[config.mk]
export PLATFORM = sky130hd
export DESIGN_NAME = bcd7_display
export DESIGN_NICKNAME = d
export VERILOG_FILES = /design/src/rtl/bcd7_pkg.sv /design/src/rtl/bcd7_cell.sv /design/src/rtl/bcd7_chain.sv /design/src/rtl/bcd7_display.sv
export SDC_FILE = /design/constraint.sdc
export NUM_CORES = 1
export LEC_CHECK = 0
export BUFFER_PORTS_ARGS = -buffer_cell sky130_fd_sc_hd__buf_2
export CORE_ASPECT_RATIO = 2
export CORE_MARGIN = 5
export CORE_UTILIZATION = 48
export DETAILED_ROUTE_END_ITERATION = 16
export GPL_TIMING_DRIVEN = 0
export PLACE_DENSITY = 0.86
export SYNTH_ARGS = -nofsm -noshare
export SYNTH_HDL_FRONTEND = slang
export SYNTH_SLANG_ARGS = --single-unit
[constraint.sdc]
create_clock -name vclk -period 1.31
set_input_delay 0.0655 -clock vclk [all_inputs]
set_output_delay 0.0655 -clock vclk [all_outputs]
set_load 0.02 [all_outputs]
[src/rtl/bcd7_pkg.sv]
`timescale 1ns/1ps
package bcd7_pkg;
  localparam int BCD_W = 4;
  localparam int SEG_W = 7;

  // Active-high glyph, bit 0 = a ... bit 6 = g.
  function automatic logic [SEG_W-1:0] seg_pattern(input logic [BCD_W-1:0] code);
    logic [SEG_W-1:0] lit;
    case (code)
      4'd0: lit = 7'b0111111;
      4'd1: lit = 7'b0000110;
      4'd2: lit = 7'b1011011;
      4'd3: lit = 7'b1001111;
      4'd4: lit = 7'b1100110;
      4'd5: lit = 7'b1101101;
      4'd6: lit = 7'b1111101;
      4'd7: lit = 7'b0000111;
      4'd8: lit = 7'b1111111;
      4'd9: lit = 7'b1101111;
      default: lit = 7'b0000000;
    endcase
    return lit;
  endfunction

  function automatic logic is_decimal(input logic [BCD_W-1:0] code);
    return code <= 4'd9;
  endfunction
endpackage

[src/rtl/bcd7_cell.sv]
`timescale 1ns/1ps
module bcd7_cell
  import bcd7_pkg::*;
(
  input  logic [BCD_W-1:0] digit,
  input  logic             lt_n,
  input  logic             rbi_n,
  input  logic             bi_n,
  output logic [SEG_W-1:0] seg_n,
  output logic             rbo_n
);
  logic zero_hit;
  logic lamp_on;

  always_comb begin
    lamp_on  = bi_n & ~lt_n;
    zero_hit = (digit == '0) & ~rbi_n & lt_n;
    // Wired net: pulled low by external blanking or by a suppressed zero.
    rbo_n    = bi_n & ~zero_hit;
    if (!rbo_n)       seg_n = '1;
    else if (lamp_on) seg_n = '0;
    else              seg_n = ~seg_pattern(digit);
  end

  always_comb begin
    if (!bi_n) AST_BLANK_DARK: assert (seg_n == '1);
    if (bi_n && !lt_n) AST_LAMP_LIT: assert (seg_n == '0 && rbo_n);
    if (bi_n && !rbo_n) AST_SUPPRESS_DARK: assert (seg_n == '1 && digit == '0);
    if (bi_n && lt_n && !is_decimal(digit)) AST_BAD_CODE_DARK: assert (seg_n == '1 && rbo_n);
    if (bi_n && lt_n && rbi_n) AST_ZERO_KEPT: assert (seg_n != '1 || !is_decimal(digit));
  end
endmodule

[src/rtl/bcd7_chain.sv]
`timescale 1ns/1ps
module bcd7_chain
  import bcd7_pkg::*;
#(
  parameter int DIGITS  = 4,
  parameter bit LEADING = 1'b1
) (
  input  logic [DIGITS*BCD_W-1:0] bcd,
  input  logic                    lt_n,
  input  logic                    bi_n,
  output logic [DIGITS*SEG_W-1:0] seg_n
);
  localparam int TOP = DIGITS - 1;

  logic [DIGITS-1:0] rbi_n;
  logic [DIGITS-1:0] rbo_n;

  for (genvar i = 0; i < DIGITS; i++) begin : g_cell
    if (LEADING) begin : g_lead
      // Runs from the most significant digit downward; the units digit is kept.
      if (i == 0)        begin : g_units assign rbi_n[i] = 1'b1;         end
      else if (i == TOP) begin : g_head  assign rbi_n[i] = 1'b0;         end
      else               begin : g_link  assign rbi_n[i] = rbo_n[i+1];   end
    end else begin : g_trail
      // Runs from the least significant fraction digit upward.
      if (i == 0) begin : g_head assign rbi_n[i] = 1'b0;       end
      else        begin : g_link assign rbi_n[i] = rbo_n[i-1]; end
    end

    bcd7_cell u_cell (
      .digit (bcd[i*BCD_W +: BCD_W]),
      .lt_n  (lt_n),
      .rbi_n (rbi_n[i]),
      .bi_n  (bi_n),
      .seg_n (seg_n[i*SEG_W +: SEG_W]),
      .rbo_n (rbo_n[i])
    );

    if (LEADING && i == 0) begin : g_units_chk
      always_comb begin
        if (bi_n && lt_n && is_decimal(bcd[BCD_W-1:0]))
          AST_UNITS_SHOWN: assert (seg_n[SEG_W-1:0] != '1);
      end
    end

    if (LEADING && i > 0 && i < TOP) begin : g_lead_chk
      always_comb begin
        if (bi_n && lt_n && !rbo_n[i])
          AST_LEAD_RUN: assert (!rbo_n[i+1]);
      end
    end

    if (!LEADING && i > 0) begin : g_trail_chk
      always_comb begin
        if (bi_n && lt_n && !rbo_n[i])
          AST_TRAIL_RUN: assert (!rbo_n[i-1]);
      end
    end
  end
endmodule

[src/rtl/bcd7_display.sv]
`timescale 1ns/1ps
module bcd7_display
  import bcd7_pkg::*;
#(
  parameter int INT_DIGITS  = 4,
  parameter int FRAC_DIGITS = 2
) (
  input  logic [INT_DIGITS*4-1:0]  int_bcd,
  input  logic [FRAC_DIGITS*4-1:0] frac_bcd,
  input  logic                     lamp_test_n,
  input  logic                     blank_n,
  output logic [INT_DIGITS*7-1:0]  int_seg_n,
  output logic [FRAC_DIGITS*7-1:0] frac_seg_n
);
  bcd7_chain #(.DIGITS(INT_DIGITS), .LEADING(1'b1)) u_int (
    .bcd   (int_bcd),
    .lt_n  (lamp_test_n),
    .bi_n  (blank_n),
    .seg_n (int_seg_n)
  );

  bcd7_chain #(.DIGITS(FRAC_DIGITS), .LEADING(1'b0)) u_frac (
    .bcd   (frac_bcd),
    .lt_n  (lamp_test_n),
    .bi_n  (blank_n),
    .seg_n (frac_seg_n)
  );

  always_comb begin
    if (!blank_n) AST_ALL_DARK: assert (int_seg_n == '1 && frac_seg_n == '1);
    if (blank_n && !lamp_test_n) AST_ALL_LIT: assert (int_seg_n == '0 && frac_seg_n == '0);
  end
endmodule

After elaboration in Yosys (flattened, before gate mapping)
Memory sizes are Yosys's and may differ from the RTL's.
Cells that the tools add are included.

word-level totals
  bits in read-only memories = 672
  logic and storage cells = 64
  input port bits = 26
  register bits = 0
  memories kept = 6

memories
  memory           depth  width  read ports  clocked after Yosys merged registers in  wr ports  RTL line       source
  (no name shown)  16     7      1           0                                        0         bcd7_pkg.sv:9  case (code)
  (no name shown)  16     7      1           0                                        0         bcd7_pkg.sv:9
  (no name shown)  16     7      1           0                                        0         bcd7_pkg.sv:9
  (no name shown)  16     7      1           0                                        0         bcd7_pkg.sv:9
  (no name shown)  16     7      1           0                                        0         bcd7_pkg.sv:9
  (no name shown)  16     7      1           0                                        0         bcd7_pkg.sv:9

operators by class
  bitwise gates (word level) = 29
  reductions and logical operators = 5
  muxes and demuxes = 24

operators by type and width
  operator          count
  $mux W7           24
  $not A7 Y7        6
  $logic_not A4 Y1  5
  $and A1 B1 Y1     14
  $not A1 Y1        9

Longest topological paths before layout
Gate-level depths: netlist of the first run.

  depth after elaboration = 18
  mapped depth = 5

Modules after synthesis
Synthesis of the first run repeated with hierarchy kept, for this count alone.

unflattened totals
  cells, all modules = 227
  area total of the unflattened synthesis = 1710.4 µm²

by module, submodules not included
  module                                    cells each  times used  area an instance (µm²)  sequential area each (µm²)
  bcd7_cell at u_int.g_cell[0].u_cell ...   37          4           277.8                   0.0
  bcd7_cell at u_frac.g_cell[0].u_cell ...  38          2           294.0                   0.0
  bcd7_chain at u_int                       2           1           7.5                     0.0
  bcd7_chain at u_frac                      1           1           3.8                     0.0

Least setup slack after synthesis of the first run
No wires, ideal clock.

  kind = input -> output
  from = input int_bcd[12]
  to = output int_seg_n[25]
  data required time = 1.245 ns
  cell stages on the path = 5
  data arrival time = 1.116 ns
  slack = 0.128 ns
  cells stage by stage = inv_1 -> ha_1 -> nor2b_1 -> a21o_1 -> o21ai_0

on the way
  cells in the longest elaborated chain, start to end = 6
  elaborated cells between the ends (all ways) = 10

RTL lines
  what                RTL line            source
  start: declaration  bcd7_display.sv:8   input logic [INT_DIGITS*4-1:0] int_bcd,
  $mem_v2 Z16 W7      --
  $mux W7             bcd7_cell.sv:21     else if (lamp_on) seg_n = '0;
  $mux W7             bcd7_cell.sv:20     if (!rbo_n) seg_n = '1;
  $not A7 Y7          bcd7_cell.sv:22     else seg_n = ~seg_pattern(digit);
  $mux W7             bcd7_cell.sv:21
  $mux W7 (*)         bcd7_cell.sv:20
  end: declaration    bcd7_display.sv:12  output logic [INT_DIGITS*7-1:0] int_seg_n,

Mark *: on every way between the ends. The rest lies on a longest branch, timed or not. The select of a mux whose other input is x is not followed.

Final worst setup path of the first run
  from = input frac_bcd[5]
  to = output frac_seg_n[13]

on the way
  cells in the longest elaborated chain, start to end = 6
  elaborated cells between the ends (all ways) = 11

RTL lines
  what                                                RTL line                          source
  start: declaration                                  bcd7_display.sv:9                 input logic [FRAC_DIGITS*4-1:0] frac_bcd,
  $mem_v2 Z16 W7 or $logic_not A4 Y1 (tied branches)  --
  $mux W7 or $and A1 B1 Y1 (tied branches)            bcd7_cell.sv:21, bcd7_cell.sv:17
  $mux W7 or $and A1 B1 Y1 (tied branches)            bcd7_cell.sv:20, bcd7_cell.sv:17
  $not A7 Y7 or $not A1 Y1 (tied branches)            bcd7_cell.sv:22, bcd7_cell.sv:19
  $mux W7 or $and A1 B1 Y1 (tied branches)            bcd7_cell.sv:21, bcd7_cell.sv:19
  $mux W7 (*)                                         bcd7_cell.sv:20
  end: declaration                                    bcd7_display.sv:13                output logic [FRAC_DIGITS*7-1:0] frac_seg_n

Marked as above.

==> results of run 1 <==
==> stage by stage <==
stage | power, uW | utilization [%] | setup TNS (ns) | hold WS (ns) | instances
finish | 721 | 66.1 | 0 | 0.541 | 306
global route | 796 | 66.1 | -0.00300 | 0.582 | 306
CTS | 672 | 61.7 | -0.00432 | 0.542 | 303
detailed placement | 659 | 60.8 | -1.12 | 0.541 | 303
global placement | 646 | 60.8 | -0.654 | 0.562 | 303
floorplan | 452 | - | 0 | 0.371 | 212
==> power by group <==
part / total (uW) / switching [uW] / internal (uW)
clock network: 0 / 0 / 0
registers: 0 / 0 / 0
logic: 721 / 432 / 289
total: 721 / 432 / 289
==> worst min-delay path, cell delays in order <==
cell,delay (ns)
buf_2,0.14
nand2_1,0.06
o21ai_0,0.06
buf_2,0.15
==> logic make-up (layout without fill, tap and decap cells) <==
group | Yosys count | count (layout) | share of synthesized area (%)
fa+ha+maj | 33 | 33 | 28.5
buf+inv | 36 | 100 | 11.1
simple gates | 51 | 51 | 21.1
xor+xnor | 3 | 3 | 1.82
compound gates | 89 | 89 | 37.5
==> metal layers <==
metal  vias to the layer above  global-route usage [%]
li1                        870                       -
met1                       735                    14.8
met2                        43                    35.0
met3                         0                    2.73
met4                         0                   0.980
met5                         -                       0
==> worst paths after layout <==
path,startpoint,to,slack [ns],cells after the start
max,frac_bcd[5],frac_seg_n[13],0.07,7
min,lamp_test_n,int_seg_n[6],0.54,4
==> cell usage in the layout, fill, tap and decap left out, types with 5 or more instances in the layout <==
master | netlist | layout
nor2_1 | 11 | 10
o21ai_1 | 20 | 27
a21oi_1 | 18 | 18
buf_2 | 10 | 56
buf_4 | 1 | 14
nand2b_1 | 8 | 8
inv_1 | 22 | 12
buf_6 | 1 | 5
a21o_1 | 6 | 6
a211oi_1 | 11 | 11
nand2_1 | 5 | 5
inv_2 | 0 | 8
o21ai_0 | 21 | 13
ha_1 | 33 | 29
nor2b_1 | 11 | 11
==> area by class of cell <==
type               count  area share (%)
inverters             22            4.50
multi-input cells    176            70.0
well taps             30            1.93
repair buffers        64            19.6
plain buffers         14            3.99
==> timing repair <==
item | CTS | global route
endpoints found under the setup margin | 27 | 33
gates cloned | 0 | 0
resized for setup | 7 | 46
pin swaps | 2 | 5
setup buffers | 0 | 3
==> reports/qor.yml, run 1 <==
grt_max_degree: 11
fmax_mhz: 804
tightest_slew_ns: 0.321
crit_path_max_fanout: 8
synth_top_area_share_pct: 28.5
critPathMaxStageDelay_ns: 0.37
pre_cts_ws_ns: -0.102
placed_area_um2: 1790
fp.dieArea_um2: 4280
nFillCells: 288
num_io_pins: 68
setup_viol: 0
wl_met3_um: 232
min_period_ns: 1.24
p_per_area_nw_per_um2: 371
yosys.area.top_type: "ha_1"
die_w_um: 48.8
avgSynthCellArea_um2: 6.82
grt_pass1_wl_um: 6110
ys_types: 37
grt.total_usage_pct: 15.8
vias: 1648
slew_headroom_pct: 78.6
yosysMostFrequentCell: "ha_1"
grt_pass1_vias: 1521
netlist_instances: 212
ys_top_cells_by_area: "ha_1 29%, o21ai_0 7.3%, o21ai_1 6.9%, a21oi_1 6.2%, a211oi_1 5.7%"
crit_arrival_ns: 1.18
multi_input_area_um2: 1360
first_pass_iters: 4
drc: 0
end_kind: "primary output"
wl_met2_um: 2210
path_delay_family: "compound AO/OA/AOI/OAI gates"
seq_area_frac_synth_pct: 0
cts_hold_buf: 0
yosys_warnings: 0
path_buf_inv: 3
dpl.hpwl_um: 3130
register_area_um2: 0
wire_per_inst_um: 12.3
cp_cell_sequence: "clkbuf_4, inv_2, ha_1, nand2b_1, o31a_1, o21ai_1, buf_2"
clock_buffers: 0
maxSlewViolCount: 0
core_um2: 2940
ys_top_cells_by_count: "33 x ha_1, 22 x inv_1, 21 x o21ai_0, 20 x o21ai_1, 18 x a21oi_1"
timing_worst_setup_path_type: "in -> out"
cp.required_ns: 1.24
antenna_left: 0
top_layer_used: "met3"
die_h_um: 87.6
syn_nets: 271
met1Wirelength_um: 1330
n_antenna_cell: 0
antenna_found_initial: 0
status: "finished clean"
io_buffer_count: 61
min_path_type: "in -> out"
fin_nets: 337
cp-start-kind: "primary input"
peakVddDrop_uv: 246
stdcell_area_um2: 1940
hold_violations: 0
p_leak_uw: 0.000951
vias_per_cell: 5.39
num_rows: 28
grt-ovfl-total: 0
drt_iter0_drc: 13
synth_area_um2: 1450
area_delta_synth_final_pct: 34.4
start_util_pct: 49.1
cap_violations: 0
setup_ws_ns: 0.0657
drive_gt1_share_pct: 37.3
wirelength_um: 3770
critPathSlowestCell: "o31a_1"
layout_worst_path_cycle_share_pct: 95.0
gp_congestion: 0.798
design.seq.count: 0
Note: power is estimated with default switching activity, not from simulation.
==> run 2, diff against run 1 <==
--- a/config.mk
+++ b/config.mk
@@ -5,12 +5,13 @@
 export SDC_FILE = /design/constraint.sdc
 export NUM_CORES = 1
 export LEC_CHECK = 0
-export BUFFER_PORTS_ARGS = -buffer_cell sky130_fd_sc_hd__buf_2
+export BUFFER_PORTS_ARGS = -buffer_cell sky130_fd_sc_hd__buf_4
 export CORE_ASPECT_RATIO = 2
 export CORE_MARGIN = 5
 export CORE_UTILIZATION = 48
 export DETAILED_ROUTE_END_ITERATION = 16
 export GPL_TIMING_DRIVEN = 0
+export MAX_ROUTING_LAYER = met4
 export PLACE_DENSITY = 0.86
 export SYNTH_ARGS = -nofsm -noshare
 export SYNTH_HDL_FRONTEND = slang
==> run 2 against run 1 <==
Effect of this change: utilization rose by 3.8 points; design area rose by 5.7%; sequential share of layout area is the same; routed wire length shrank 1.0%; critical path depth is the same; global-route usage increased by 0.83 points; setup slack lost 0.0057 ns; non-clock buffer count shrank 2; combinational power rose by 7.6%; sequential cell count did not move; critical path type unchanged.
==> reports/qor.yml, run 2 (same netlist as run 1, synthesis figures left out) <==
status: "finished clean"
io_buffer_count: 61  # unchanged
fmax_mhz: 800  # -0.46%
register_area_um2: 0  # unchanged
fin_nets: 335  # -0.59%
grt_pass1_vias: 1565  # +2.9%
area_delta_synth_final_pct: 42.1
grt-ovfl-total: 0  # unchanged
critPathMaxStageDelay_ns: 0.36  # about the same
whs_ns: 0.529  # -0.0124 ns
vias: 1669  # +1.3%
design.seq.count: 0  # unchanged
antenna_left: 0  # unchanged
num_rows: 28  # unchanged
p_leak_uw: 0.00100  # +5.3%
crit_path_max_fanout: 7  # -1
stdcell_area_um2: 2060  # +5.7%
first_pass_iters: 4  # unchanged
p_per_area_nw_per_um2: 378  # +1.8%
cts_hold_buf: 0  # unchanged
final_util_pct: 69.9  # +3.8 points
timing_worst_setup_path_type: "in -> out"
grt.total_usage_pct: 16.7  # +0.83 points
whs_path_depth: 4  # unchanged
crit_cells: 7  # unchanged
final_common_cell: "buf_4"
dpl.hpwl_um: 3160  # +0.95%
setup_viol: 0  # unchanged
wirelength_um: 3740  # -1.0%
grt_max_degree: 11  # unchanged
end_kind: "primary output"
vias_per_cell: 5.49  # +1.9%
path_buf_inv: 3  # unchanged
drive_gt1_share_pct: 36.5  # -0.82 points
die_h_um: 87.6  # unchanged
tightest_slew_ns: 0.331  # +0.00930 ns
crit_arrival_ns: 1.18  # about the same
rsz0062_at_grt: "true"
cp-start-kind: "primary input"
slew_headroom_pct: 77.9  # -0.62 points
peakVddDrop_uv: 280  # +14%
start_util_pct: 49.1  # unchanged
grt_pass1_wl_um: 6160  # +0.90%
drt_iter0_drc: 13  # unchanged
placed_area_um2: 1940  # +8.5%
fp.dieArea_um2: 4280  # unchanged
core_um2: 2940  # unchanged
min_period_ns: 1.25  # +0.00574 ns
cp.required_ns: 1.24  # about the same
critPathSlowestCell: "o31a_1"
clock_buffers: 0  # unchanged
layout_worst_path_cycle_share_pct: 95.4  # +0.44 points
maxSlewViolCount: 0  # unchanged
path_common_cell: "buf_4"
antenna_found_initial: 0  # unchanged
wire_per_inst_um: 12.3  # -0.36%
path_delay_family: "compound AO/OA/AOI/OAI gates"
num_io_pins: 68  # unchanged
die_w_um: 48.8  # unchanged
cap_violations: 0  # unchanged
gp_congestion: 0.781  # -2.1%
n_antenna_cell: 0  # unchanged
drc: 0  # unchanged
cp_cell_sequence: "buf_4, inv_2, ha_4, nand4bb_1, o31a_1, o21ai_0, buf_4"
hold_violations: 0  # unchanged
final_cell_mix: "60 x buf_4, 29 x ha_1, 21 x o21ai_1"
min_path_type: "in -> out"
setup_tns_ns: 0  # unchanged
==> run 2: cell types whose count changed in the layout (fill, tap and decap cells not counted), sizes merged <==
cell,change
clkbuf,-1
buf,-1
==> run 2: final timing paths <==
kind                  slack, ns        endpoint        start
worst max-delay path       0.06  frac_seg_n[11]  frac_bcd[1]
worst min-delay path       0.53    int_seg_n[6]  lamp_test_n
==> run 2: repair_timing <==
action / CTS / global route
pin swaps: 2 / 5
endpoints found under the setup margin: 21 / 27
gates resized for setup: 8 / 26
buffers inserted: 0 / 1
==> run 2: final cells by class <==
| class | count | area (um2) |
|---|---|---|
| Multi-Input combinational cell | 176 | 1370 |
| Inverter | 22 | 95.1 |
| Timing Repair Buffer | 62 | 480 |
| Buffer | 14 | 77.6 |
| Fill cell | 275 | 887 |
| Tap cell | 30 | 37.5 |
==> run 2: per-stage QoR <==
step	total power, uW	setup slack (ns)	instances
2_1_floorplan	452	0.128	212
3_3_place_gp	726	-0.0337	303
3_5_place_dp	737	-0.0518	303
4_1_cts	749	0.00763	303
5_1_grt	854	-0.0117	304
6_report	776	0.0599	304
==> run 2: power breakdown <==
group	leakage, uW	internal, uW	switching (uW)	total, uW
Combinational	0.00100	341	436	776
Sequential	0	0	0	0
Clock	0	0	0	0
Total	0.00100	341	436	776
==> run 2: metal layers <==
metal | track usage [%] | wire length [um]
met5 | - | 0
met4 | 2.21 | 40
met3 | 1.36 | 176
met2 | 36.0 | 2210
met1 | 15.3 | 1310
==> run 3, diff against run 2 <==
--- a/config.mk
+++ b/config.mk
@@ -6,7 +6,7 @@
 export NUM_CORES = 1
 export LEC_CHECK = 0
 export BUFFER_PORTS_ARGS = -buffer_cell sky130_fd_sc_hd__buf_4
-export CORE_ASPECT_RATIO = 2
+export CORE_ASPECT_RATIO = 1.4
 export CORE_MARGIN = 5
 export CORE_UTILIZATION = 48
 export DETAILED_ROUTE_END_ITERATION = 16
==> run 3 against run 2 <==
Effect of this change: cell count is 2.6% higher; setup slack better by 0.0042 ns; first-iteration DRC count is 120% higher.
==> reports/qor.yml, run 3 (same netlist as run 1, synthesis figures left out) <==
p_comb_share_pct: 100.0  # about the same
maxSlewViolCount: 0  # unchanged
nFillCells: 247  # -10%
end_kind: "primary output"
cts_hold_buf: 0  # unchanged
gp_congestion: 0.838  # +7.3%
vias: 1660  # -0.54%
seq_power_share_pct: 0  # unchanged
final_util_pct: 72.3  # +2.5 points
start_util_pct: 50.3  # +1.1 points
crit_path_max_fanout: 7  # unchanged
peakVddDrop_uv: 235  # -16%
wirelength_um: 3900  # +4.4%
p_int_uw: 345  # +1.3%
drt_iter0_drc: 29  # +16
cp_cell_sequence: "buf_4, inv_4, ha_4, nand4bb_1, o31a_1, o21ai_0, buf_4"
final_common_cell: "buf_4"
cp.required_ns: 1.24  # about the same
grt_max_degree: 11  # unchanged
num_io_pins: 68  # unchanged
timing_worst_setup_path_type: "in -> out"
p_per_area_nw_per_um2: 378  # +0.13%
cp-start-kind: "primary input"
grt.total_usage_pct: 17.9  # +1.3 points
setup_viol: 0  # unchanged
grt-ovfl-total: 0  # unchanged
drive_gt1_share_pct: 37.5  # +0.96 points
design.seq.count: 0  # unchanged
min_path_type: "in -> out"
die_w_um: 56.4  # +16%
antenna_found_initial: 0  # unchanged
tightest_slew_ns: 0.316  # -0.0150 ns
path_delay_family: "compound AO/OA/AOI/OAI gates"
wire_per_inst_um: 12.5  # +1.7%
dpl.hpwl_um: 3180  # +0.68%
grt_pass1_vias: 1540  # -1.6%
layout_worst_path_cycle_share_pct: 95.1  # -0.32 points
num_rows: 23  # -18%
n_antenna_cell: 0  # unchanged
grt_pass1_wl_um: 6380  # +3.6%
fp.dieArea_um2: 4230  # -1.2%
setup_tns_ns: 0  # unchanged
drc: 0  # unchanged
swShare_pct: 56.1  # about the same
vias_per_cell: 5.32  # -3.1%
io_buffer_count: 61  # unchanged
cap_violations: 0  # unchanged
hold_violations: 0  # unchanged
path_common_cell: "buf_4"
critPathMaxStageDelay_ns: 0.39  # +0.03 ns
fin_nets: 336  # +0.30%
final_cell_mix: "59 x buf_4, 29 x ha_1, 23 x o21ai_1"
multi_input_area_um2: 1370  # unchanged
p_clk_share_pct: 0  # unchanged
register_area_um2: 0  # unchanged
core_um2: 2880  # -2.2%
fmax_mhz: 803  # +0.33%
first_pass_iters: 4  # unchanged
p_leak_uw: 0.00101  # +0.54%
clock_buffers: 0  # unchanged
min_period_ns: 1.25  # -0.00415 ns
crit_arrival_ns: 1.18  # about the same
die_h_um: 75.0  # -14%
slew_headroom_pct: 78.9  # +1.0 points
switching_power_uw: 442  # +1.5%
critPathSlowestCell: "o31a_1"
status: "finished clean"
antenna_left: 0  # unchanged
area_delta_synth_final_pct: 43.9
path_buf_inv: 3  # unchanged
==> run 3: worst paths after layout <==
path	startpoint	end	slack, ns	depth (start not counted)
setup / recovery	frac_bcd[0]	frac_seg_n[12]	0.06	7
hold / removal	frac_bcd[2]	frac_seg_n[1]	0.56	4
==> run 3: metrics by stage <==
| step | std cells | setup slack, ns | cell area (um2) | power [uW] | hold WS, ns |
|---|---|---|---|---|---|
| 2_1_floorplan | 212 | 0.128 | 1450 | 452 | 0.371 |
| 3_3_place_gp | 310 | -0.0371 | 1950 | 724 | 0.554 |
| 3_5_place_dp | 310 | -0.0687 | 1950 | 736 | 0.561 |
| 4_1_cts | 310 | 0.00285 | 1990 | 754 | 0.560 |
| 5_1_grt | 312 | -0.00481 | 2080 | 865 | 0.605 |
| 6_report | 312 | 0.0641 | 2080 | 787 | 0.559 |
==> run 3: layout make-up <==
cell class         count  share of cell area [%]
multi-input cells    176                    65.6
repair buffers        63                    23.8
inverters             22                    4.69
plain buffers         14                    3.73
well taps             37                    2.22
==> run 3: worst min-delay path: cells and delay by family <==
| family | cells | cell delay, ns |
|---|---|---|
| buffers and inverters | 2 | 0.24 |
| AO/OA/AOI/OAI | 2 | 0.18 |
==> run 3: what timing repair did <==
action / 4_1_cts / 5_1_grt
gates cloned: 0 / 0
setup endpoints to repair: 27 / 16
pin swaps: 4 / 6
buffers inserted: 0 / 2
resized for setup: 11 / 30
==> run 3: power by group through the flow <==
| stage | Combinational (uW) | Clock (uW) | Sequential [uW] |
|---|---|---|---|
| after floorplan | 452 | 0 | 0 |
| after global placement | 724 | 0 | 0 |
| after detailed placement | 736 | 0 | 0 |
| after CTS | 754 | 0 | 0 |
| after global routing | 865 | 0 | 0 |
| final | 787 | 0 | 0 |
==> run 3: metal layers <==
metal  vias to the layer above  part of all wire [%]  GRT usage, %
li1                        869                     -             -
met1                       746                    39          19.1
met2                        43                    55          36.7
met3                         2                   5.9          2.06
met4                         0                  0.26          1.32
met5                         -                     0             -
